`config.mk`:
```
export PLATFORM = sky130hd
export DESIGN_NAME = dqs_sched
export DESIGN_NICKNAME = d
export VERILOG_FILES = /design/src/rtl/dqs_pkg.sv /design/src/rtl/dqs_word_sel.sv /design/src/rtl/dqs_flags.sv /design/src/rtl/dqs_status_enc.sv /design/src/rtl/dqs_sched.sv
export SDC_FILE = /design/constraint.sdc
export NUM_CORES = 1
export LEC_CHECK = 0
export ABC_AREA = 0
export CAP_MARGIN = 30
export CORE_MARGIN = 5
export CORE_UTILIZATION = 38
export CTS_CLUSTER_SIZE = 10
export DETAILED_ROUTE_END_ITERATION = 8
export PLACE_DENSITY = 0.84
export SETUP_SLACK_MARGIN = 0.1
export SYNTH_ARGS = -nofsm -noshare
export SYNTH_HDL_FRONTEND = slang
export SYNTH_SLANG_ARGS = --single-unit
```
`constraint.sdc`:
```
create_clock -name clk_i -period 2.29 [get_ports clk_i]
set_input_delay 0.3435 -clock clk_i [delete_from_list [all_inputs] [get_ports clk_i]]
set_output_delay 0.3435 -clock clk_i [all_outputs]
set_load 0.01 [all_outputs]
```
`src/rtl/dqs_pkg.sv`:
```
package dqs_pkg;
  typedef enum logic [2:0] {
    ST_IDLE   = 3'd0,
    ST_ACTIVE = 3'd1,
    ST_PAUSED = 3'd2,
    ST_SUSP   = 3'd3,
    ST_PEND   = 3'd4
  } q_state_e;

  localparam int NQ    = 2;
  localparam int NFLAG = 3 * NQ;

  function automatic logic [3:0] enc_status(q_state_e s1, q_state_e s2);
    logic [1:0] a, b;
    case (s1)
      ST_ACTIVE: a = 2'b10;
      ST_PAUSED: a = 2'b01;
      default:   a = 2'b00;
    endcase
    case (s2)
      ST_ACTIVE, ST_SUSP: b = 2'b10;
      ST_PAUSED:          b = 2'b01;
      ST_PEND:            b = 2'b11;
      default:            b = 2'b00;
    endcase
    return {a, b};
  endfunction
endpackage

```
`src/rtl/dqs_word_sel.sv`:
```
module dqs_word_sel #(
  parameter int DEPTH = 8,
  parameter int PW    = 3
) (
  input  logic [PW-1:0]    ptr_i,
  input  logic [DEPTH-1:0] pause_i,
  input  logic [DEPTH-1:0] eoq_i,
  output logic             last_o,
  output logic             pause_o
);
  // last slot is an implicit end of queue
  assign last_o  = eoq_i[ptr_i] | (ptr_i == PW'(DEPTH - 1));
  assign pause_o = pause_i[ptr_i];
endmodule

```
`src/rtl/dqs_flags.sv`:
```
module dqs_flags #(
  parameter int W = 6
) (
  input  logic         clk_i,
  input  logic         rst_ni,
  input  logic [W-1:0] set_i,
  input  logic [W-1:0] clr_i,
  output logic [W-1:0] flags_o
);
  always_ff @(posedge clk_i or negedge rst_ni) begin
    if (!rst_ni) flags_o <= '0;
    else         flags_o <= (flags_o & ~clr_i) | set_i;
  end
endmodule

```
`src/rtl/dqs_status_enc.sv`:
```
module dqs_status_enc
  import dqs_pkg::*;
(
  input  q_state_e    q1_st_i,
  input  q_state_e    q2_st_i,
  output logic [3:0]  status_o
);
  assign status_o = enc_status(q1_st_i, q2_st_i);
endmodule

```
`src/rtl/dqs_sched.sv`:
```
module dqs_sched
  import dqs_pkg::*;
#(
  parameter  int DEPTH = 8,
  localparam int PW    = (DEPTH > 1) ? $clog2(DEPTH) : 1
) (
  input  logic             clk_i,
  input  logic             rst_ni,
  input  logic             q1_ext_trig_i,
  input  logic             q1_sw_trig_i,
  input  logic             q1_cont_i,
  input  logic [DEPTH-1:0] q1_pause_i,
  input  logic [DEPTH-1:0] q1_eoq_i,
  input  logic             q2_ext_trig_i,
  input  logic             q2_sw_trig_i,
  input  logic             q2_timer_i,
  input  logic             q2_cont_i,
  input  logic [DEPTH-1:0] q2_pause_i,
  input  logic [DEPTH-1:0] q2_eoq_i,
  input  logic             conv_done_i,
  input  logic [5:0]       flag_clr_i,
  output logic             conv_busy_o,
  output logic             conv_sel_o,
  output logic [PW-1:0]    conv_ptr_o,
  output logic             abort_o,
  output logic [2:0]       q1_state_o,
  output logic [2:0]       q2_state_o,
  output logic [5:0]       flags_o,
  output logic [3:0]       status_o
);
  q_state_e                 st_q   [NQ];
  q_state_e                 st_d   [NQ];
  logic [PW-1:0]            ptr_q  [NQ];
  logic [PW-1:0]            ptr_d  [NQ];
  logic [NQ-1:0][DEPTH-1:0] pause_v, eoq_v;
  logic [NQ-1:0]            last, pz, done, cont;
  logic [NFLAG-1:0]         set_f;
  logic                     trig1, trig2, run1, run2, stop1;

  assign pause_v = {q2_pause_i, q1_pause_i};
  assign eoq_v   = {q2_eoq_i, q1_eoq_i};
  assign cont    = {q2_cont_i, q1_cont_i};

  for (genvar g = 0; g < NQ; g++) begin : g_sel
    dqs_word_sel #(.DEPTH(DEPTH), .PW(PW)) u_sel (
      .ptr_i   (ptr_q[g]),
      .pause_i (pause_v[g]),
      .eoq_i   (eoq_v[g]),
      .last_o  (last[g]),
      .pause_o (pz[g])
    );
  end

  assign trig1 = q1_ext_trig_i | q1_sw_trig_i;
  assign trig2 = q2_ext_trig_i | q2_sw_trig_i | q2_timer_i;
  assign run1  = (st_q[0] == ST_ACTIVE);
  assign run2  = (st_q[1] == ST_ACTIVE);
  // a preempting q1 trigger discards q2's done strobe
  assign done  = {run2 & conv_done_i & ~trig1, run1 & conv_done_i};
  assign stop1 = done[0] & (last[0] ? ~q1_cont_i : pz[0]);

  always_comb begin
    st_d  = st_q;
    ptr_d = ptr_q;
    set_f = '0;
    for (int g = 0; g < NQ; g++) begin
      if (done[g]) begin
        if (last[g]) begin
          ptr_d[g]     = '0;
          set_f[3*g]   = 1'b1;
          if (!cont[g]) st_d[g] = ST_IDLE;
        end else begin
          ptr_d[g] = ptr_q[g] + 1'b1;
          if (pz[g]) begin
            set_f[3*g+1] = 1'b1;
            st_d[g]      = ST_PAUSED;
          end
        end
      end
    end
    if (run1) set_f[2] = trig1;
    else if (trig1) st_d[0] = ST_ACTIVE;
    case (st_q[1])
      ST_ACTIVE: begin
        set_f[5] = trig2;
        if (trig1) st_d[1] = ST_SUSP;
      end
      ST_SUSP: begin
        set_f[5] = trig2;
        if (stop1) st_d[1] = ST_ACTIVE;
      end
      ST_PEND: begin
        set_f[5] = trig2;
        if (!run1 && !trig1) st_d[1] = ST_ACTIVE;
      end
      default: if (trig2) st_d[1] = (run1 || trig1) ? ST_PEND : ST_ACTIVE;
    endcase
  end

  always_ff @(posedge clk_i or negedge rst_ni) begin
    if (!rst_ni) begin
      for (int g = 0; g < NQ; g++) begin
        st_q[g]  <= ST_IDLE;
        ptr_q[g] <= '0;
      end
    end else begin
      for (int g = 0; g < NQ; g++) begin
        st_q[g]  <= st_d[g];
        ptr_q[g] <= ptr_d[g];
      end
    end
  end

  dqs_flags #(.W(NFLAG)) u_flags (
    .clk_i   (clk_i),
    .rst_ni  (rst_ni),
    .set_i   (set_f),
    .clr_i   (flag_clr_i),
    .flags_o (flags_o)
  );

  dqs_status_enc u_enc (
    .q1_st_i  (st_q[0]),
    .q2_st_i  (st_q[1]),
    .status_o (status_o)
  );

  assign conv_busy_o = run1 | run2;
  assign conv_sel_o  = ~run1 & run2;
  assign conv_ptr_o  = run1 ? ptr_q[0] : ptr_q[1];
  assign abort_o     = run2 & trig1;
  assign q1_state_o  = st_q[0];
  assign q2_state_o  = st_q[1];
endmodule

```
==> metrics <==
status=complete, no violations; Clock Power Share=9.9%; Slew headroom=46.8%; clock-pin slew on the worst setup and hold paths=0.10 ns; Seq pwr share=29.2%; Antenna Cells=0; dpl ws=0.191 ns; Clock Tree Root=clkbuf_4; worst hold slack=0.491 ns; Critical Path RT=1.95 ns; Max Cap Viol=0; critical path's slowest cell=clkdlybuf4s50_1; Vias per Instance=5.15; Initial Utilization=40.0%; Yosys reg bits=18; CTS tree=yes; arrival time of the worst setup path=1.78 ns; Switching Fraction=between 30% and 40%; vias in the first global route=1,277; fin cells=241; Final Util=67.0%; DRT Pass-1 Iters=4; layout cell share with drive strength beyond 1=15.2%; Hold Buf Count CTS=0; CP peak stage delay=0.48 ns; Static Leak=approximately 0.87 nW; Final Worst Setup Slack=0.165 ns; setup TNS=0 ns; Worst Path Class, Setup=flop to output pin; GRT Overall Usage=between 10% and 20%; Critical Path, Cell by Cell=nor3b_2 > buf_4 > or2_2 > clkdlybuf4s50_1; Std-Cell Rows=20; syn_area_per_cell=between 10 and 15 um2; Die Y=67.1 um; CTS Sinks=18; Syn Nets=172; Mapped Area=1240 um2; CP Max Fanout=3; Comb pwr share=approximately three fifths; Final period util=a little over 90%; Final Max Tran Viols=0; DRC Markers=0; # IOs=70; Area growth syn-to-layout=67.7%; DIE WIDTH=67.1 um; Core Box Area=~3100 um2; Hold Path Class=flop to flop; PortBufs=69; Synth cell types=34; sequential area share after synthesis=a little over a third; clk buf depth=2; NumNets Final=250; DR vias=1,240; initial antenna violation count=0; DRT antenna net count=0; # setup viols final=0; unrepaired setup endpoints after global routing=false; CTS Buf Count=3; Fillers=252; WL/cell=15.8 um; first-pass GRT wire length=5800 um; Net Sw Power=0.723 mW; post-layout minimum cycle time=2.13 ns; final hold vios=0; Cells after DPL=230; Least-Margin Pin Slew=between 0.7 and 0.8 ns; Total Wirelength=between 3000 and 4000 um; GR Overflow Total=0; Peak VDD IR=about 0.5 mV; crit end category=output pin; Fmax=471 MHz; PnR Total Power=1.94 mW; PwrDens=934 nW/um2; Int Power=1.22 mW; HPWL after detailed placement=3080 um; initial DRC count=39; Die Area=4510 um2; Synth Warn #=0; clock latency on the worst-skew pair=about 0.29 ns; routability cong.=between 0.7 and 0.8; fin area=2080 um2; dpl cell area=1970 um2; largest net degree at the start of global routing=19; H-tree Lvls=1; cells after synthesis=120; Max Clock Skew=0.00744 ns; CP Launch Type=flop
layer usage:
layer | wire length, um | vias up | global-route usage, % | part of all wire [%]
met5 | 0 | - | 0 | 0
met4 | 57 | 0 | 5.06 | 1.5
met3 | 326 | 6 | 5.23 | 8.6
met2 | 1950 | 38 | 31.2 | 51
met1 | 1460 | 599 | 19.0 | 39
li1 | - | 597 | - | -
synthesized netlist by cell type (all sizes together):
| library cell | instances | area share (%) |
|---|---|---|
| inv | 9 | 2.7 |
| a21o | 3 | 1.8 |
| dfrtp | 18 | 36 |
| nor2b | 1 | 0.50 |
| o21ai | 8 | 3.2 |
| a31oi | 2 | 1.0 |
| ha | 4 | 4.0 |
| mux2i | 11 | 8.9 |
| or2 | 1 | 0.50 |
| nor3b | 3 | 1.8 |
| mux4 | 6 | 12 |
| o221ai | 2 | 2.4 |
| o21bai | 1 | 0.61 |
| nor3 | 6 | 2.4 |
| a21oi | 4 | 1.6 |
| nand2b | 2 | 1.6 |
| and2 | 2 | 1.0 |
| xnor2 | 1 | 0.71 |
| a41oi | 1 | 1.3 |
| o22a | 1 | 0.71 |
| o22ai | 2 | 1.0 |
| nand2 | 11 | 3.3 |
| clkbuf | 2 | 0.61 |
| mux2 | 3 | 2.7 |
| or3 | 1 | 0.50 |
| nor2 | 8 | 2.4 |
| buf | 3 | 2.2 |
| nand3b | 1 | 0.61 |
| a22o | 2 | 1.4 |
| nand3 | 1 | 0.40 |
power by group through the flow:
stage | logic (mW) | clock network, mW | registers, mW
floorplan | 0.601 | 0 | 0.541
global placement | 1.06 | 0 | 0.563
detailed placement | 1.08 | 0 | 0.572
CTS | 1.16 | 0.197 | 0.564
global route | 1.28 | 0.212 | 0.586
finish | 1.18 | 0.192 | 0.568
cell usage in the layout, fill, tap and decap left out, types with 3 or more instances in the layout:
cell type        count
o21ai_1              5
mux2_2               3
clkbuf_4             3
a21oi_1              4
nor3_1               6
clkdlybuf4s50_1     65
o21ai_0              3
mux2i_1             11
a21o_1               3
nand2_1             11
nor2_1               8
dfrtp_1             16
inv_1                9
mux4_2               4
ha_1                 4
buf_4                8
logic make-up (layout without fill, tap and decap cells):
family,after synthesis,in the layout,share of synthesized area (%)
XOR/XNOR,1,1,0.706
AND/OR/NAND/NOR,37,37,15.1
flip-flops,18,18,36.3
buffers and inverters,14,91,5.55
adder cells (fa/ha/maj),4,4,4.04
multiplexers,20,20,23.1
AO/OA/AOI/OAI,26,26,15.1
worst paths after layout:
path	start	endpoint	slack, ns	depth (start not counted)
worst max-delay path	q1_state_o[0]	conv_busy_o	0.16	4
worst min-delay path	u_flags.flags_o[1]	u_flags.flags_o[1]	0.49	1
worst max register to register	ptr_q[4]	q2_state_o[1]	0.35	5
worst min register to register	u_flags.flags_o[1]	u_flags.flags_o[1]	0.49	1
max in group asynchronous	rst_ni	q2_state_o[1]	1.25	1
min in group asynchronous	rst_ni	q1_state_o[2]	0.50	1
sequential cells by signal (all words and copies together), names as in the netlist:
name and cells:
ptr_q 6, u_flags.flags_o 6, q1_state_o 3, q2_state_o 3
critical path, delay by kind of cell, from the launching register on:
| family | cells | cell delay [ns] |
|---|---|---|
| buf+inv | 2 | 0.62 |
| flops | 1 | 0.41 |
| simple gates | 2 | 0.45 |
cell type report:
class	instances	area (um2)	share of cell area, %
multi-input combinational	88	738	35.5
clock buffer	4	36.3	1.74
sequential	18	453	21.8
inverter	9	33.8	1.62
timing repair buffer	78	763	36.7
tap	44	55.1	2.65
what timing repair did:
item | in CTS | in global routing
buffers inserted | 4 | 2
endpoints found under the setup margin | 6 | 6
resized for setup | 6 | 6
gates cloned | 1 | 0
pin swaps | 0 | 1
Power figures use the tool's default switching activity.
